--- src/rtl/pw_pkg.sv ---
`timescale 1ns/1ps
package pw_pkg;
  typedef enum logic [1:0] {
    FLT_NONE = 2'd0,
    FLT_PAGE = 2'd1,
    FLT_PROT = 2'd2
  } fault_e;

  typedef enum logic [2:0] {
    ST_IDLE,
    ST_DIR,
    ST_LEAF,
    ST_UPD,
    ST_RESP
  } walk_st_e;

  localparam int unsigned BIT_PRES  = 0;
  localparam int unsigned BIT_WR    = 1;
  localparam int unsigned BIT_USER  = 2;
  localparam int unsigned BIT_USED  = 3;
  localparam int unsigned BIT_DIRTY = 4;
endpackage

--- src/rtl/pw_rst_sync.sv ---
`timescale 1ns/1ps
module pw_rst_sync #(
  parameter int STAGES = 2
) (
  input  logic clk,
  input  logic rst_n,
  output logic rst_n_sync
);
  logic [STAGES-1:0] sync_q;

  always_ff @(posedge clk or negedge rst_n) begin
    if (!rst_n) sync_q <= '0;
    else        sync_q <= {sync_q[STAGES-2:0], 1'b1};
  end

  assign rst_n_sync = sync_q[STAGES-1];
endmodule

--- src/rtl/pw_addr_gen.sv ---
`timescale 1ns/1ps
module pw_addr_gen #(
  parameter  int ADDR_W  = 32,
  parameter  int IDX_W   = 10,
  parameter  int OFF_W   = 12,
  localparam int FRAME_W = ADDR_W - OFF_W
) (
  input  logic               leaf_lvl,
  input  logic [FRAME_W-1:0] base_frame,
  input  logic [ADDR_W-1:0]  vaddr,
  output logic [ADDR_W-1:0]  addr
);
  localparam int LEVELS = 2;
  localparam int PAD_W  = OFF_W - IDX_W;

  logic [IDX_W-1:0] lvl_idx [LEVELS];

  // level 0 takes the upper index field, level 1 the one below it
  for (genvar lv = 0; lv < LEVELS; lv++) begin : g_idx
    assign lvl_idx[lv] = vaddr[OFF_W + (LEVELS-1-lv)*IDX_W +: IDX_W];
  end

  logic [IDX_W-1:0] sel_idx;
  assign sel_idx = leaf_lvl ? lvl_idx[1] : lvl_idx[0];
  assign addr    = {base_frame, sel_idx, {PAD_W{1'b0}}};
endmodule

--- src/rtl/pw_perm.sv ---
`timescale 1ns/1ps
module pw_perm
  import pw_pkg::*;
#(
  parameter int ADDR_W = 32
) (
  input  logic [ADDR_W-1:0] pte,
  input  logic              is_write,
  input  logic              is_user,
  output fault_e            verdict,
  output logic              upd_need,
  output logic [ADDR_W-1:0] upd_pte
);
  always_comb begin
    upd_pte           = pte;
    upd_pte[BIT_USED] = 1'b1;
    if (is_write) upd_pte[BIT_DIRTY] = 1'b1;
    upd_need = (upd_pte != pte);

    if (!pte[BIT_PRES])
      verdict = FLT_PAGE;
    else if ((is_write && !pte[BIT_WR]) || (is_user && !pte[BIT_USER]))
      verdict = FLT_PROT;
    else
      verdict = FLT_NONE;
  end
endmodule

--- src/rtl/pw_ctrl.sv ---
`timescale 1ns/1ps
module pw_ctrl
  import pw_pkg::*;
#(
  parameter  int ADDR_W  = 32,
  parameter  int OFF_W   = 12,
  localparam int FRAME_W = ADDR_W - OFF_W
) (
  input  logic               clk,
  input  logic               rst_n,
  input  logic               req_valid,
  input  logic [ADDR_W-1:0]  req_vaddr,
  input  logic               req_write,
  input  logic               req_user,
  input  logic [ADDR_W-1:0]  pt_base,
  output logic               req_ready,
  input  logic               mem_ack,
  input  logic [ADDR_W-1:0]  mem_rdata,
  input  logic [ADDR_W-1:0]  mem_addr,
  output logic               mem_req,
  output logic               mem_we,
  output logic [ADDR_W-1:0]  mem_wdata,
  input  fault_e             verdict,
  input  logic               upd_need,
  input  logic [ADDR_W-1:0]  upd_pte,
  output logic               leaf_lvl,
  output logic [FRAME_W-1:0] base_frame,
  output logic [ADDR_W-1:0]  vaddr_q,
  output logic               write_q,
  output logic               user_q,
  output logic               rsp_done,
  output fault_e             rsp_fault,
  output logic [ADDR_W-1:0]  rsp_paddr
);
  walk_st_e           state_q, state_d;
  logic [FRAME_W-1:0] root_q, table_q;
  logic [ADDR_W-1:0]  wb_q, paddr_q, paddr_d;
  fault_e             fault_q, fault_d;
  logic               req_ld, table_ld, wb_ld, res_ld;

  // next-state and load enables
  always_comb begin
    state_d  = state_q;
    req_ld   = 1'b0;
    table_ld = 1'b0;
    wb_ld    = 1'b0;
    res_ld   = 1'b0;
    fault_d  = FLT_NONE;
    paddr_d  = '0;
    unique case (state_q)
      ST_IDLE: begin
        if (req_valid) begin
          req_ld  = 1'b1;
          state_d = ST_DIR;
        end
      end
      ST_DIR: begin
        if (mem_ack) begin
          if (mem_rdata[BIT_PRES]) begin
            table_ld = 1'b1;
            state_d  = ST_LEAF;
          end else begin
            res_ld  = 1'b1;
            fault_d = FLT_PAGE;
            state_d = ST_RESP;
          end
        end
      end
      ST_LEAF: begin
        if (mem_ack) begin
          res_ld  = 1'b1;
          fault_d = verdict;
          if (verdict == FLT_NONE) begin
            paddr_d = {mem_rdata[ADDR_W-1:OFF_W], vaddr_q[OFF_W-1:0]};
            if (upd_need) begin
              wb_ld   = 1'b1;
              state_d = ST_UPD;
            end else begin
              state_d = ST_RESP;
            end
          end else begin
            state_d = ST_RESP;
          end
        end
      end
      ST_UPD: begin
        if (mem_ack) state_d = ST_RESP;
      end
      ST_RESP: state_d = ST_IDLE;
      default: state_d = ST_IDLE;
    endcase
  end

  // registers
  always_ff @(posedge clk or negedge rst_n) begin
    if (!rst_n) state_q <= ST_IDLE;
    else        state_q <= state_d;
  end

  always_ff @(posedge clk or negedge rst_n) begin
    if (!rst_n) begin
      vaddr_q <= '0;
      write_q <= 1'b0;
      user_q  <= 1'b0;
      root_q  <= '0;
    end else if (req_ld) begin
      vaddr_q <= req_vaddr;
      write_q <= req_write;
      user_q  <= req_user;
      root_q  <= pt_base[ADDR_W-1:OFF_W];
    end
  end

  always_ff @(posedge clk or negedge rst_n) begin
    if (!rst_n)        table_q <= '0;
    else if (table_ld) table_q <= mem_rdata[ADDR_W-1:OFF_W];
  end

  always_ff @(posedge clk or negedge rst_n) begin
    if (!rst_n)     wb_q <= '0;
    else if (wb_ld) wb_q <= upd_pte;
  end

  always_ff @(posedge clk or negedge rst_n) begin
    if (!rst_n) begin
      fault_q <= FLT_NONE;
      paddr_q <= '0;
    end else if (res_ld) begin
      fault_q <= fault_d;
      paddr_q <= paddr_d;
    end
  end

  // outputs
  assign req_ready  = (state_q == ST_IDLE);
  assign mem_req    = (state_q == ST_DIR) || (state_q == ST_LEAF) || (state_q == ST_UPD);
  assign mem_we     = (state_q == ST_UPD);
  assign mem_wdata  = wb_q;
  assign leaf_lvl   = (state_q != ST_DIR);
  assign base_frame = (state_q == ST_DIR) ? root_q : table_q;
  assign rsp_done   = (state_q == ST_RESP);
  assign rsp_fault  = fault_q;
  assign rsp_paddr  = paddr_q;

  // request held steady until acknowledged
  a_r9_hold_until_ack: assert property (@(posedge clk) disable iff (!rst_n)
    (mem_req && !mem_ack) |=> (mem_req && $stable(mem_addr) && $stable(mem_we)));

  // a write is entered only right after an acknowledged leaf read
  a_r8_write_follows_read: assert property (@(posedge clk) disable iff (!rst_n)
    $rose(mem_we) |-> $past(mem_ack && !mem_we));

  // every write-back carries the used bit, and the dirty bit on writes
  a_r7_wb_used: assert property (@(posedge clk) disable iff (!rst_n)
    mem_we |-> mem_wdata[BIT_USED]);
  a_r7_wb_dirty: assert property (@(posedge clk) disable iff (!rst_n)
    (mem_we && write_q) |-> mem_wdata[BIT_DIRTY]);

  // a faulting walk never ends on a write
  a_r5_no_wb_on_fault: assert property (@(posedge clk) disable iff (!rst_n)
    (rsp_done && rsp_fault != FLT_NONE) |-> !$past(mem_we));

  // fault results carry a zero address
  a_r6_fault_zero_addr: assert property (@(posedge clk) disable iff (!rst_n)
    (rsp_done && rsp_fault != FLT_NONE) |-> (rsp_paddr == '0));

  // one-cycle completion, walker free right after
  a_r10_done_pulse: assert property (@(posedge clk) disable iff (!rst_n)
    rsp_done |=> (!rsp_done && req_ready));
  a_r10_busy_no_ready: assert property (@(posedge clk) disable iff (!rst_n)
    mem_req |-> !req_ready);
endmodule

--- src/rtl/pt_walker.sv ---
`timescale 1ns/1ps
module pt_walker
  import pw_pkg::*;
#(
  parameter int ADDR_W = 32,
  parameter int IDX_W  = 10,
  parameter int OFF_W  = 12
) (
  input  logic              clk,
  input  logic              rst_n,
  input  logic [ADDR_W-1:0] pt_base,
  input  logic              req_valid,
  input  logic [ADDR_W-1:0] req_vaddr,
  input  logic              req_write,
  input  logic              req_user,
  output logic              req_ready,
  output logic              mem_req,
  output logic              mem_we,
  output logic [ADDR_W-1:0] mem_addr,
  output logic [ADDR_W-1:0] mem_wdata,
  input  logic              mem_ack,
  input  logic [ADDR_W-1:0] mem_rdata,
  output logic              rsp_done,
  output logic [1:0]        rsp_fault,
  output logic [ADDR_W-1:0] rsp_paddr
);
  localparam int FRAME_W = ADDR_W - OFF_W;

  logic               rst_n_s;
  logic               leaf_lvl;
  logic [FRAME_W-1:0] base_frame;
  logic [ADDR_W-1:0]  vaddr_q;
  logic               write_q, user_q;
  fault_e             verdict, fault_o;
  logic               upd_need;
  logic [ADDR_W-1:0]  upd_pte;

  pw_rst_sync #(.STAGES(2)) u_rst (
    .clk        (clk),
    .rst_n      (rst_n),
    .rst_n_sync (rst_n_s)
  );

  pw_addr_gen #(.ADDR_W(ADDR_W), .IDX_W(IDX_W), .OFF_W(OFF_W)) u_addr (
    .leaf_lvl   (leaf_lvl),
    .base_frame (base_frame),
    .vaddr      (vaddr_q),
    .addr       (mem_addr)
  );

  pw_perm #(.ADDR_W(ADDR_W)) u_perm (
    .pte      (mem_rdata),
    .is_write (write_q),
    .is_user  (user_q),
    .verdict  (verdict),
    .upd_need (upd_need),
    .upd_pte  (upd_pte)
  );

  pw_ctrl #(.ADDR_W(ADDR_W), .OFF_W(OFF_W)) u_ctrl (
    .clk        (clk),
    .rst_n      (rst_n_s),
    .req_valid  (req_valid),
    .req_vaddr  (req_vaddr),
    .req_write  (req_write),
    .req_user   (req_user),
    .pt_base    (pt_base),
    .req_ready  (req_ready),
    .mem_ack    (mem_ack),
    .mem_rdata  (mem_rdata),
    .mem_addr   (mem_addr),
    .mem_req    (mem_req),
    .mem_we     (mem_we),
    .mem_wdata  (mem_wdata),
    .verdict    (verdict),
    .upd_need   (upd_need),
    .upd_pte    (upd_pte),
    .leaf_lvl   (leaf_lvl),
    .base_frame (base_frame),
    .vaddr_q    (vaddr_q),
    .write_q    (write_q),
    .user_q     (user_q),
    .rsp_done   (rsp_done),
    .rsp_fault  (fault_o),
    .rsp_paddr  (rsp_paddr)
  );

  assign rsp_fault = fault_o;
endmodule

--- config.mk ---
export PLATFORM = sky130hd
export DESIGN_NAME = pt_walker
export DESIGN_NICKNAME = d
export VERILOG_FILES = /design/src/rtl/pw_pkg.sv /design/src/rtl/pw_rst_sync.sv /design/src/rtl/pw_addr_gen.sv /design/src/rtl/pw_perm.sv /design/src/rtl/pw_ctrl.sv /design/src/rtl/pt_walker.sv
export SDC_FILE = /design/constraint.sdc
export NUM_CORES = 1
export LEC_CHECK = 0
export BUFFER_PORTS_ARGS = -buffer_cell sky130_fd_sc_hd__clkbuf_2
export CELL_PAD_IN_SITES_DETAIL_PLACEMENT = 1
export CELL_PAD_IN_SITES_GLOBAL_PLACEMENT = 1
export CORE_UTILIZATION = 36
export CTS_CLUSTER_DIAMETER = 100
export DETAILED_ROUTE_END_ITERATION = 10
export PLACE_DENSITY_LB_ADDON = 0.2
export SLEW_MARGIN = 30
export SYNTH_ARGS = -nofsm -noshare
export SYNTH_HDL_FRONTEND = slang
export SYNTH_SLANG_ARGS = --single-unit
--- constraint.sdc ---
create_clock -name clk -period 4.2 [get_ports clk]
set_input_delay 0.63 -clock clk [delete_from_list [all_inputs] [get_ports clk]]
set_output_delay 0.63 -clock clk [all_outputs]
set_load 0.005 [all_outputs]
# After elaboration in Yosys (flattened, before gate mapping)
# Cells that the tools add are included.
# Widths: inputs -> output; s select.
# word_totals
wordCells	63
in_bits	102
ff_bits	145
output_inout_bits	102
# op_classes
reduce_logical	10
n_eq_ne	10
n_mux	33
# op_table
op	count
$mux 32	3
$mux 3	7
$mux 20	1
$mux 1	14
$pmux 3 s4	1
$mux 10	1
$mux 2	4
$eq 3x2->1 const B	2
$ne 2x2->1 const B	3
$pmux 2 s2	1
$reduce_and 4->1	1
$eq 3x1->1 const B	1
$eq 3x3->1 const B	1
$logic_not 3->1	1
$logic_or 1x1->1	3
$ne 3x1->1 const B	1
$logic_and 1x1->1	2
$logic_not 1->1	2
$logic_not 2->1	1
$ne 2x1->1 const B	1
$ne 2x2->1	1
$pmux 1 s2	1

# Logic depth before layout (Yosys ltp)
# Gate-level depths: netlist (run 1).
# depth
depth_word	9
depth_mapped	7
mapped_depth_nobuf	4

# Cells and area by module
# Synthesis (run 1) repeated with hierarchy kept, for this count alone.
# unflattened
cells_unflattened	440
hier_area_um2	6444.9
# modules_own_cells
mod	cells_per_inst	seq_area_each_um2	n_inst	area_each_um2
pw_ctrl	364	3578.4	1	5784.3
pw_addr_gen	34	0.0	1	330.3
pw_perm	39	0.0	1	276.5
pw_rst_sync	3	50.0	1	53.8

# Least setup slack after synthesis (run 1)
# Ideal clock, no wire load.
# synth_path
path_kind	reg2out
from	register u_ctrl.state_q[1]
to	output mem_addr[21]
setup_slack_ns	2.066
t_arrival_ns	1.504
t_required_ns	3.570
stages_incl_launch_ff	6
path_buffers	2
path_cell_list	dfrtp_1 buf_2 nand2b_1 nor2_1 buf_1 mux2_2
# synth_between
elab_chain_len	2
# synth_lines
item	line	rtl
from (decl)	pw_ctrl.sv:35	walk_st_e state_q, state_d;
from (signal assigned)	pw_ctrl.sv:97	else state_q <= state_d;
$eq 3x1->1	pw_ctrl.sv:140	assign base_frame = (state_q == ST_DIR) ? root_q : table_q;
$mux 20	pw_ctrl.sv:140	
to (decl)	pt_walker.sv:19	output logic [ADDR_W-1:0] mem_addr,
# No other way between the ends.

# Worst setup path in the final report (run 1)
# layout_path
from	register u_ctrl.state_q[1]
to	output mem_addr[8]
# layout_between
elab_chain_len	2
# layout_lines
item	line	rtl
$ne 3x1->1	pw_ctrl.sv:139	assign leaf_lvl = (state_q != ST_DIR);
$mux 10	pw_addr_gen.sv:24	assign sel_idx = leaf_lvl ? lvl_idx[1] : lvl_idx[0];
# No other way between the ends.

==> metrics.md, run 1 <==
| Metric | Value |
|---|---|
| Area grow syn2layout | `30.6%` |
| GRT Total Usage | `18.1%` |
| Most common cell after layout, fill and taps aside | `clkbuf_2` |
| DRC viols | `0` |
| Arr. time, crit path | `2.31 ns` |
| Register share of total power | `40.5%` |
| Final Skew | `0.00644 ns` |
| Synth warnings | `0` |
| Total CTS buffers | `17` |
| Worst setup EP type | `primary output` |
| Starting Density | `37.1%` |
| Cell-internal power | `3980 µW` |
| Slew @ Worst Pin | `0.851 ns` |
| CTS max path bufs | `2` |
| Leak | `0.00385 µW` |
| Place WS | `1.68 ns` |
| TNS Setup | `0 ns` |
| Root Driver | `clkbuf_16` |
| Largest net degree at the start of global routing | `83` |
| Setup bufs post-CTS | `0` |
| CTS H-tree lvls | `4` |
| Max FO, Critical Path | `20` |
| Critical path class | `flop to primary output` |
| Post-synthesis area per instance | `15.5 µm²` |
| Final nets | `673` |
| Peak VDD IR | `0.277 mV` |
| Vias per cell | `4.83` |
| Gp weighted congestion | `0.726` |
| Unique masters post-synth | `30` |
| Net Switching | `1620 µW` |
| CTS Sinks | `145` |
| PnR worst setup slack | `1.26 ns` |
| Final setup fails | `0` |
| Sw frac | `29.0%` |
| Seq. cell area | `3630 µm²` |
| Synth Register Bits | `145` |
| Drt wl/cell | `18.2 µm` |
| First-pass GRT wire length | `22700 µm` |
| Most frequent cells in the layout | `clkbuf_2 (189), dfrtp_1 (144), mux2_2 (106)` |
| Final Max Slew Viols | `0` |
| Detail Placement HPWL | `9820 µm` |
| Final Routed Wirelength | `14600 µm` |
| Max Fclk | `0.340 GHz` |
| Status | `complete, no violations` |
| Register area share after synthesis | `61.3%` |
| Die Y | `130 µm` |
| DR iter-0 viols | `91` |
| CP required | `3.57 ns` |
| DR vias | `3867` |
| Area of the core | `15900 µm²` |
| Boundary Pins | `204` |
| Filler cell count in the final layout | `1678` |
| Overall Power | `5600 µW` |
| Hold Vio Cnt, Final | `0` |
| Gr ovfl total | `0` |
| Part of the power in combinational logic | `30.9%` |
| RSZ-0062 raised after global routing | `no` |
| Die area | `17000 µm²` |
| Min-delay worst type | `flop to flop` |
| DRT Pass-1 Iters | `4` |
| Initial antenna violation count | `0` |
| CP Launch Type | `flop` |
| Vias in the first global route | `4302` |
| Clock network power share | `28.6%` |
| Layout cells sized above 1 | `61.3%` |
| Synth Instances | `381` |
| Fin util | `48.5%` |
| Period utilization | `70.0%` |
| Max-cap violations | `0` |
| Site Rows | `46` |
| Worst-path clk slew | `0.06 ns` |
| Antenna-violating nets left | `0` |
| Relative slew slack | `43.3%` |
| PortBufs | `189` |
| Die span in x | `130 µm` |
| N_diodes | `0` |
| Power density over the cells | `724 nW/µm²` |
| Area of the multi-input gates | `2150 µm²` |
| Fin crit period | `2.94 ns` |
| TritonCTS clock tree | `built` |
| Clock Latency Late Sink | `0.42 ns` |
| Synth Cell Area | `5920 µm²` |
-- layout make-up --
class / instances / area share (%)
clock buffers: 17 / 5.51
clock inverters: 15 / 2.66
inverters: 3 / 0.146
multi-input cells: 209 / 27.8
flip-flops and latches: 145 / 47.0
well taps: 216 / 3.50
repair buffers: 195 / 13.3
-- kinds of logic after synthesis --
kind of cell    after synthesis  share of synthesized area [%]
flops                       145                           61.3
mux                         134                           26.6
compound gates               44                           5.98
simple gates                 28                           3.36
buf+inv                      28                           2.58
other cells                   2                          0.127
-- critical path, cell delays in order, from the launching register on --
cell and delay (ns):
dfrtp_1 0.51, nand2b_1 0.27, nor2_4 0.39, buf_12 0.23
mux2_2 0.35, clkbuf_2 0.13
-- synth_stat cells --
cell	n	area, µm²
a21oi_1	2	10.0
a22o_1	32	280
a31oi_1	1	6.26
and2_1	1	6.26
buf_1	1	3.75
buf_2	11	55.1
buf_4	3	22.5
buf_6	3	33.8
clkbuf_1	7	26.3
conb_1	2	7.51
dfrtp_1	145	3630
inv_1	3	11.3
mux2_1	9	101
mux2_2	106	1190
mux2_4	18	270
mux2i_1	1	10.0
nand2_1	3	11.3
nand2_4	1	11.3
nand2b_1	5	31.3
nand4bb_4	1	27.5
nor2_1	7	26.3
nor2b_1	5	31.3
nor3_1	2	10.0
nor3_4	1	16.3
nor4_4	1	21.3
o21ai_0	6	30.0
o2bb2ai_1	1	8.76
o31ai_1	1	7.51
o41a_1	1	11.3
or2_2	1	6.26
-- sequential cells by signal (all words and copies together) (netlist names) --
name	flops
u_ctrl.mem_wdata	32
u_ctrl.rsp_paddr	32
u_ctrl.vaddr_q	32
u_ctrl.root_q	20
u_ctrl.table_q	20
u_ctrl.state_q	3
u_ctrl.rsp_fault	2
u_rst.sync_q	2
u_ctrl.user_q	1
u_ctrl.write_q	1
-- power by group through the flow --
stage / sequential (µW) / clock [µW] / combinational [µW]
floorplan: 2200 / 0 / 1090
global placement: 2250 / 0 / 1690
detailed placement: 2290 / 0 / 1760
CTS: 2270 / 1650 / 1770
global route: 2340 / 1700 / 1900
finish: 2270 / 1600 / 1730
-- per-layer routing --
metal / global-route usage [%] / vias to the layer above / routed length, µm
met1: 20.8 / 1975 / 5930
met4: 7.39 / 0 / 244
met3: 6.93 / 19 / 1120
met2: 30.3 / 132 / 7260
met5: 0 / - / 0
li1: - / 1741 / -
-- through the flow --
step	cells	hold slack, ns	area (µm²)
global placement	766	0.338	7070
global route	800	0.370	7730
floorplan	382	0.331	5920
detailed placement	767	0.346	7090
finish	800	0.358	7730
CTS	800	0.360	7730
-- path summary, 6_finish.rpt --
path                                                from                          endpoint  slack (ns)  cells past startpoint
min in group asynchronous      u_rst.sync_q[1]$_DFF_PN0_  u_ctrl.rsp_paddr[10]$_DFFE_PN0P_        0.42                      0
max reg2reg                u_ctrl.state_q[1]$_DFFE_PN0P_     u_ctrl.vaddr_q[7]$_DFFE_PN0P_        2.04                      4
max in group asynchronous      u_rst.sync_q[1]$_DFF_PN0_   u_ctrl.mem_wdata[4]$_DFFE_PN0P_        2.81                      1
min                            u_rst.sync_q[0]$_DFF_PN0_         u_rst.sync_q[1]$_DFF_PN0_        0.36                      0
min reg2reg                    u_rst.sync_q[0]$_DFF_PN0_         u_rst.sync_q[1]$_DFF_PN0_        0.36                      0
max                        u_ctrl.state_q[1]$_DFFE_PN0P_                       mem_addr[8]        1.26                      5
-- timing repair --
action                                 CTS  global route
endpoints found under the hold margin    2             0
resized for setup                        0             0
hold buffers                             1             0
Note: power is estimated with default switching activity, not from simulation.
==> run 2: changes to the inputs <==
--- a/config.mk
+++ b/config.mk
@@ -8,7 +8,7 @@
 export BUFFER_PORTS_ARGS = -buffer_cell sky130_fd_sc_hd__clkbuf_2
 export CELL_PAD_IN_SITES_DETAIL_PLACEMENT = 1
 export CELL_PAD_IN_SITES_GLOBAL_PLACEMENT = 1
-export CORE_UTILIZATION = 36
+export CORE_UTILIZATION = 40
 export CTS_CLUSTER_DIAMETER = 100
 export DETAILED_ROUTE_END_ITERATION = 10
 export PLACE_DENSITY_LB_ADDON = 0.2
==> constraint.sdc (replaced) <==
create_clock -name clk -period 3.1 [get_ports clk]
set_input_delay 0.465 -clock clk [delete_from_list [all_inputs] [get_ports clk]]
set_output_delay 0.465 -clock clk [all_outputs]
set_load 0.005 [all_outputs]
==> run 2 against run 1 <==
Setup slack worse by 0.74 ns; power is 33% higher; hold slack worse by 0.089 ns; register-to-register slack worse by 1.0 ns; die area is 9.8% lower; final area is 0.94% lower; clock-buffer cell count is 5 higher; wire length is 1.3% lower; clock power is 29% higher; highest routed layer unchanged.
==> metrics.md, run 2 (synthesis results as in run 1) <==
| Metric | Value |
|---|---|
| Status | `complete, no violations` |
| CTS H-tree lvls | `4 (unchanged)` |
| DRT Pass-1 Iters | `4 (unchanged)` |
| Reg2Reg Setup Slack | `1.02 ns (-1.02 ns)` |
| Clock Latency Late Sink | `0.42 ns (about the same)` |
| Boundary Pins | `204 (unchanged)` |
| Area of the core | `14500 µm² (-9.2%)` |
| DRC viols | `0 (unchanged)` |
| Placed Area | `7040 µm² (-0.60%)` |
| Peak VDD IR | `0.504 mV (+82%)` |
| Sw frac | `28.8% (-0.15 points)` |
| DR iter-0 viols | `81 (-11%)` |
| Cell-internal power | `5300 µW (+33%)` |
| Worst-path clk slew | `0.06 ns (about the same)` |
| Filler cell count in the final layout | `1479 (-12%)` |
| M2 GR Usage | `31.6% (+1.3 points)` |
| Final Max Slew Viols | `0 (unchanged)` |
| Area grow syn2layout | `29.4%` |
| Power density over the cells | `973 nW/µm² (+34%)` |
| Total CTS buffers | `17 (unchanged)` |
| Gr ovfl total | `0 (unchanged)` |
| Max Fclk | `0.388 GHz` |
| Most common cell after layout, fill and taps aside | `clkbuf_2` |
| N_diodes | `0 (unchanged)` |
| Period utilization | `83.2%` |
| PortBufs | `189 (unchanged)` |
| Met1 Use GR | `25.0% (+4.2 points)` |
| Relative slew slack | `44.5% (+1.2 points)` |
| Arr. time, crit path | `2.11 ns (-0.20 ns)` |
| CP required | `2.63 ns (-0.94 ns)` |
| Overall Power | `7450 µW (+33%)` |
| Clock network power share | `27.6% (-1.0 points)` |
| GRT Total Usage | `20.3% (+2.2 points)` |
| Min-delay worst type | `primary input to flop` |
| Fin crit period | `2.58 ns` |
| Worst setup EP type | `primary output` |
| Hold_sp | `req_vaddr[28]` |
| Largest net degree at the start of global routing | `66 (-20%)` |
| Hold path depth | `2 (+2)` |
| Die span in x | `124 µm (-5.0%)` |
| Critical path class | `flop to primary output` |
| Register share of total power | `41.1% (+0.6 points)` |
| Antenna-violating nets left | `0 (unchanged)` |
| Die Y | `124 µm (-5.0%)` |
| Gp weighted congestion | `0.738 (+1.7%)` |
| Drt wl/cell | `18.6 µm (+2.4%)` |
| Die area | `15300 µm² (-9.8%)` |
| Final Skew | `0.00664 ns (+0.000198 ns)` |
| Hold WS | `0.270 ns (-0.0886 ns)` |
| GR peak layer | `met2` |
| Vias per cell | `5.05 (+4.5%)` |
| DR vias | `3895 (+0.72%)` |
| Max-cap violations | `0 (unchanged)` |
| Hold Vio Cnt, Final | `0 (unchanged)` |
| Fin util | `52.9% (+4.4 points)` |
| CP Launch Type | `flop` |
| Starting Density | `40.9% (+3.8 points)` |
| Detail Placement HPWL | `9710 µm (-1.1%)` |
| CTS max path bufs | `2 (unchanged)` |
| CTS Sinks | `145 (unchanged)` |
| Setup bufs post-CTS | `0 (unchanged)` |
| Worst r2r src | `u_ctrl.state_q[2]$_DFFE_PN0P_` |
| RSZ-0062 raised after global routing | `no` |
| Final nets | `676 (+0.45%)` |
| Layout cells sized above 1 | `61.5% (+0.20 points)` |
| Leak | `0.00386 µW (+0.22%)` |
| TNS Setup | `0 ns (unchanged)` |
| Slew @ Worst Pin | `0.832 ns (-0.0187 ns)` |
| Hold-critical path endpoint | `u_ctrl.vaddr_q[28]$_DFFE_PN0P_` |
| First-pass GRT wire length | `22800 µm (+0.55%)` |
| Reg2reg end | `u_ctrl.mem_wdata[28]$_DFFE_PN0P_` |
| Max FO, Critical Path | `17 (-15%)` |
| Most frequent cells in the layout | `clkbuf_2 (189), dfrtp_1 (144), mux2_2 (106)` |
| Final setup fails | `0 (unchanged)` |
| Initial antenna violation count | `0 (unchanged)` |
| Finished Cell Area | `7650 µm² (-0.94%)` |
| Vias in the first global route | `4284 (-0.42%)` |
| Root Driver | `clkbuf_16` |
| TritonCTS clock tree | `built` |
| Final Routed Wirelength | `14400 µm (-1.3%)` |
| Cells on worst reg2reg path | `4 (unchanged)` |
| Part of the power in combinational logic | `31.2% (+0.3 points)` |
| Grt met3 use | `8.56% (+1.6 points)` |
| Site Rows | `44 (-4.3%)` |
| Net Switching | `2140 µW (+32%)` |
## run 2: cell types whose count changed in the layout (fill, tap and decap cells not counted), moves of 2 or more
cell        before  now
clkinvlp_4       3    1
clkbuf_8         0    5
buf_4            2    7
buf_12           3    1
bufinv_16        4    2
inv_6            4    0
clkinv_2         2    6
## run 2: layer usage
metal  up-vias  wire [µm]
li1       1748          -
met2       135       6920
met1      1999       5980
met5         -          0
met3        13       1300
met4         0        171
## run 2: worst max-delay path by stage
stage | to | depth (start not counted) | startpoint
final | mem_addr[21] | 5 | u_ctrl.state_q[1]$_DFFE_PN0P_
after CTS | mem_addr[21] | 5 | u_ctrl.state_q[1]$_DFFE_PN0P_
after global routing | mem_addr[21] | 5 | u_ctrl.state_q[0]$_DFFE_PN0P_
after global placement | mem_addr[21] | 5 | u_ctrl.state_q[1]$_DFFE_PN0P_
after detailed placement | mem_addr[21] | 5 | u_ctrl.state_q[1]$_DFFE_PN0P_
after floorplan | u_ctrl.mem_wdata[0]$_DFFE_PN0P_ | 0 | u_rst.sync_q[1]$_DFF_PN0_
## run 2: what timing repair did
item,CTS,global route
hold endpoints to repair,2,0
gates resized for setup,0,0
hold buffers,1,0
## run 2: final cells by class
cell class                      count  area [µm²]  share of cell area (%)
Tap cell                          184         230                    3.01
Timing Repair Buffer              198        1030                    13.4
Multi-Input combinational cell    209        2150                    28.1
Inverter                            3        11.3                   0.147
Sequential cell                   145        3630                    47.5
Clock inverter                     10         106                    1.39
Clock buffer                       22         494                    6.46
## run 2: power by group through the flow
stage | clock, µW | combinational [µW] | sequential [µW]
6_report | 2060 | 2330 | 3060
5_1_grt | 2190 | 2580 | 3180
4_1_cts | 2120 | 2380 | 3070
3_5_place_dp | 0 | 2360 | 3100
3_3_place_gp | 0 | 2290 | 3040
2_1_floorplan | 0 | 1470 | 2980
## run 2: worst max-delay path, stage by stage (launching register included)
cell      delay [ns]
dfrtp_1         0.50
nand2b_1        0.26
nor2_4          0.12
buf_4           0.28
mux2_2          0.38
clkbuf_2        0.13
## run 2: per-stage QoR
step           std cells  setup WS (ns)
6_report             771          0.522
5_1_grt              771          0.408
4_1_cts              771          0.479
3_5_place_dp         738          0.955
3_3_place_gp         738          0.968
2_1_floorplan        382          0.694
